$ cat config.mk
export PLATFORM = sky130hd
export DESIGN_NAME = regex_bitmap_nfa
export DESIGN_NICKNAME = d
export VERILOG_FILES = /design/src/rtl/regex_bitmap_nfa.sv
export SDC_FILE = /design/constraint.sdc
export NUM_CORES = 2
export LEC_CHECK = 0
export ABC_AREA = 1
export BUFFER_PORTS_ARGS = -buffer_cell sky130_fd_sc_hd__buf_4
export CAP_MARGIN = 10
export CORE_MARGIN = 1
export CORE_UTILIZATION = 51
export CTS_CLUSTER_DIAMETER = 120
export DETAILED_ROUTE_END_ITERATION = 8
export PLACE_DENSITY_LB_ADDON = 0.2
export SLEW_MARGIN = 25
export SYNTH_ARGS = -nofsm -noshare
export SYNTH_HDL_FRONTEND = slang
export SYNTH_SLANG_ARGS = --single-unit
$ cat constraint.sdc
create_clock -name clk -period 2.75 [get_ports clk]
set_input_delay 0.55 -clock clk [delete_from_list [all_inputs] [get_ports clk]]
set_output_delay 0.55 -clock clk [all_outputs]
set_load 0.03 [all_outputs]
$ cat src/rtl/regex_bitmap_nfa.sv
module regex_bitmap_nfa #(
  parameter int SYMW   = 8,
  parameter int NPOS   = 16,
  parameter int NCLASS = 8
) (
  input  logic            clk,
  input  logic            rst_n,
  input  logic            prog_we,
  input  logic [2:0]      prog_sel,
  input  logic [SYMW-1:0] prog_addr,
  input  logic [NPOS-1:0] prog_data,
  input  logic            mode_anchored,
  input  logic            mode_line,
  input  logic [SYMW-1:0] newline_sym,
  input  logic            in_valid,
  output logic            in_ready,
  input  logic [SYMW-1:0] in_sym,
  input  logic            in_last,
  output logic            acc_valid,
  output logic            acc_match
);
  localparam int NSYM = 1 << SYMW;
  localparam int CW   = $clog2(NCLASS);
  localparam int IW   = $clog2(NPOS);

  logic [CW-1:0]   cmap   [NSYM];
  logic [NPOS-1:0] follow [NPOS];
  logic [NPOS-1:0] enter  [NCLASS];
  logic [NPOS-1:0] first_bm, last_bm;

  logic [NPOS-1:0] b, mask, accum, nb;
  logic [CW-1:0]   cls_q;
  logic            walking, eos_q, at_start;
  logic [IW-1:0]   low_idx;
  logic            is_break;

  always_ff @(posedge clk or negedge rst_n) begin
    if (!rst_n) begin
      for (int i = 0; i < NSYM; i++) cmap[i] <= '0;
      for (int i = 0; i < NPOS; i++) follow[i] <= '0;
      for (int i = 0; i < NCLASS; i++) enter[i] <= '0;
      first_bm <= '0;
      last_bm  <= '0;
    end else if (prog_we) begin
      case (prog_sel)
        3'd0: cmap[prog_addr] <= prog_data[CW-1:0];
        3'd1: first_bm <= prog_data;
        3'd2: last_bm  <= prog_data;
        3'd3: if (int'(prog_addr) < NPOS) follow[prog_addr[IW-1:0]] <= prog_data;
        3'd4: if (int'(prog_addr) < NCLASS) enter[prog_addr[CW-1:0]] <= prog_data;
        default: ;
      endcase
    end
  end

  always_comb begin
    low_idx = '0;
    for (int i = NPOS - 1; i >= 0; i--)
      if (mask[i]) low_idx = IW'(i);
  end

  assign nb       = accum & enter[cls_q];
  assign in_ready = !walking;
  assign is_break = mode_line && (in_sym == newline_sym);

  always_ff @(posedge clk or negedge rst_n) begin
    if (!rst_n) begin
      b         <= '0;
      mask      <= '0;
      accum     <= '0;
      cls_q     <= '0;
      eos_q     <= 1'b0;
      walking   <= 1'b0;
      at_start  <= 1'b1;
      acc_valid <= 1'b0;
      acc_match <= 1'b0;
    end else begin
      acc_valid <= 1'b0;
      if (!walking) begin
        if (in_valid) begin
          if (is_break) begin
            b        <= '0;
            at_start <= 1'b1;
            if (in_last) begin
              acc_valid <= 1'b1;
              acc_match <= 1'b0;
            end
          end else begin
            walking  <= 1'b1;
            mask     <= b;
            accum    <= (!mode_anchored || at_start) ? first_bm : '0;
            cls_q    <= cmap[in_sym];
            eos_q    <= in_last;
            at_start <= 1'b0;
          end
        end
      end else if (mask != '0) begin
        accum <= accum | follow[low_idx];
        mask  <= mask & ~(NPOS'(1) << low_idx);
      end else begin
        walking <= 1'b0;
        if (eos_q) begin
          acc_valid <= 1'b1;
          acc_match <= |(nb & last_bm);
          b         <= '0;
          at_start  <= 1'b1;
        end else begin
          b <= nb;
        end
      end
    end
  end
endmodule

==> metrics.txt <==
number of nets with antenna violations after detailed routing 0; total negative slack 0 ps; Syn Nets around 6800; required time at the endpoint of the critical path about 3400 ps; most common cell after layout, fill and taps aside o21ai_0; crit share post-route 94.7%; min Tclk post-route ~2600 ps; die area 112000 um2; H-tree depth 4; placeable core region roughly 110000 um2; clock-pin slew on the worst setup and hold paths 70 ps; initial cell density of the core between 50% and 60%; cell area after synthesis roughly 56000 um2; Root Buffer Master clkbuf_16; Worst IR Drop VDD about 0.65 mV; worst reg-to-reg path cell count 23; clock latency of the later-clocked register in the worst-skew pair ~750 ps; pin count of the biggest net entering global routing 103; total non-filler cell area in the finished layout 64200 um2; reg-to-reg critical path endpoint accum[15]$_DFFE_PN0P_; post-synthesis share of cell area spent on and, or, nand and nor gates roughly a fifth; area leader, netlist dfrtp_1; HP Class in -> reg; proportion of netlist area held by the largest area contributor 55.2%; max-slew violation count 0; Distinct cells, synth 39; total placed instance area slightly below 60000 um2; # port buffers 52; number of DRC violations after detailed-routing iteration 0 5369; maximum clock frequency 0.384 GHz; transition time of the tightest slew-check pin 929 ps; wirelength, routed 173 mm; synthesized-area fraction occupied by ao, oa, aoi and oai cells approximately 20%; count of fill cells added during filler insertion approximately 9500; worst reg2reg startpoint mask[14]$_DFFE_PN0P_; top post-synthesis cells by area dfrtp_1, o21ai_0, nand2_1; total DRC errors in the routed layout 0; count of nets after finishing 6813; Yosys reg bits approximately 1200; Core Rows roughly 120; critical path fanouts, max 23; number of cells produced by synthesis 6766; mean area per synthesized cell 8.30 um2; startpoint class of the critical path flip-flop; adder-cell share of the synthesized area 0%; area growth from synthesis to layout 14.2%; most frequent cells in the layout o21ai_0, nand2_1, dfrtp_1; Ports 53; setup clock skew after layout between 15 and 20 ps; Final setup viols 0; total setup buffers inserted after CTS 0; capturing element of the worst setup path accum[15]$_DFFE_PN0P_; total CTS buffers roughly 140; sink count of the clock tree about 1200; DR vias/cell around 5.9; power density over the cells about 720 nW/um2; end-of-flow core utilization between 50% and 60%; total power around 46000 uW; die span in y between 300 and 400 um; buffer levels on the longest clock path 3; final-report hold violation count 0; sequential fraction of the synthesis area between 50% and 60%; antenna violations before repair 3; DP HPWL around 110 mm; leakage power of the design ~0.028 uW; Total GRT Usage a little under a third; overall die width 334 um; setup slack, reg-to-reg roughly 150 ps; global route hottest layer met2; Slew headroom a little under two fifths; met3 demand-to-capacity share in global routing between 5 and 6%; multiplexer fraction of the synthesized cell area less than 1%; met2 layer usage reported by global route between 40% and 50%; number of vias after detailed routing a little under 50000; met1 GRT Util a little under half; critical path startpoint mask[14]$_DFFE_PN0P_; crit path kind reg -> reg; unrepaired setup endpoints after global routing true; clock tree from TritonCTS built; Remaining Overflow, GRT 0; wire length of the first global-routing pass between 200 and 300 mm; arrival time of the worst setup path 3220 ps; vias in the first global route 47400; wire length per cell around 21 um; 1st-pass router iterations 7; last weighted congestion value of the routability-driven placer roughly 0.9; layout cell share with drive strength beyond 1 approximately 9.3%; status finished, final reports clean; xor/xnor share of the synthesized area 0.0623%; max-cap check violation count 0; main combinational cell family by area after synthesis compound AO/OA/AOI/OAI gates; type of element capturing the critical path flip-flop; yosys synthesis warning count 0
flip-flops by register name, indices dropped and copies added (netlist names), 3 cells and up:
register / count
enter: 128
mask: 16
follow: 256
cmap: 768
accum: 16
first_bm: 16
cls_q: 3
last_bm: 16
b: 16
repair_timing:
action,CTS,global route
gates resized for setup,0,23
endpoints found under the setup margin,0,20
hold buffers,1,0
hold endpoints to repair,28,0
metrics by stage:
| stage | std cells | setup WS [ps] | hold WS [ps] |
|---|---|---|---|
| 3_3_place_gp | 8039 | 40.9 | 460 |
| 3_5_place_dp | 8039 | 26.5 | 467 |
| 4_1_cts | 8274 | 63.5 | 18.2 |
| 2_1_floorplan | 6766 | 543 | 254 |
| 5_1_grt | 8276 | -12.6 | 48.7 |
| 6_report | 8277 | 146 | 52.7 |
report_power, final:
group / switching, uW / internal, uW / total [uW]
Combinational: 6130 / 2760 / 8880
Clock: 7420 / 10700 / 18100
Sequential: 462 / 18700 / 19200
Total: 14000 / 32200 / 46200
worst min path at each step:
stage,start,slack [ps],to,cells past startpoint
floorplan,rst_n,250,acc_match$_DFFE_PN0P_,0
global placement,cmap[641]$_DFFE_PN0P_,460,cmap[641]$_DFFE_PN0P_,2
detailed placement,rst_n,470,cmap[95]$_DFFE_PN0P_,1
CTS,in_last,20,eos_q$_DFFE_PN0P_,3
global route,in_last,50,eos_q$_DFFE_PN0P_,3
finish,in_last,50,eos_q$_DFFE_PN0P_,3
final cells by class:
type                            instances  area, um2  area share (%)
Antenna cell                            3       7.51          0.0117
Sequential cell                      1240      31000            48.4
Tap cell                             1414       1770            2.76
Inverter                              167        676            1.05
Multi-Input combinational cell       4863      22600            35.2
Clock inverter                         36        324           0.505
Timing Repair Buffer                  356       3690            5.76
Clock buffer                          198       4080            6.35
worst max-delay path: stages (launching register included):
cell and delay [ps]:
dfrtp_1 400, inv_2 80, nand2_1 60, nand2_1 60
nand2_1 70, nand2_1 70, nand2_1 50, nand2_1 50
nand2_1 40, nand2_1 60, nand2_1 50, nand2_1 60
nand2_2 60, nand2_4 110, nand2_4 80, nand2_2 90
buf_12 180, nor2_1 60, nor2_1 230, nand3_1 120
nand3_1 170, nand3_2 140, nand2_1 100, a21oi_1 70
synth_stat cells, drive strengths merged:
library cell	count
o31ai	18
clkinv	3
clkbuf	374
dfstp	1
buf	122
a22oi	16
or2	8
nand4	100
o22ai	242
mux2i	32
a21oi	53
nor2	712
dfrtp	1239
a221oi	1
o21ai	1708
o32ai	6
o211ai	16
xor2	1
o221ai	37
nor3	21
nand3	258
a31oi	3
nor4	5
nand2	1622
xnor2	3
a2111oi	1
inv	164
kinds of logic after synthesis:
group,Yosys count
AND/OR/NAND/NOR,2726
AO/OA/AOI/OAI,2101
flip-flops,1240
buffers and inverters,663
multiplexers,32
XOR/XNOR,4
metal layers:
metal / up-vias / share of wire [%]
li1: 23000 / -
met3: 307 / 8.6
met1: 24000 / 44
met2: 2011 / 44
met4: 2 / 2.9
met5: - / 0.0040
(Power assumes the default switching activity.)
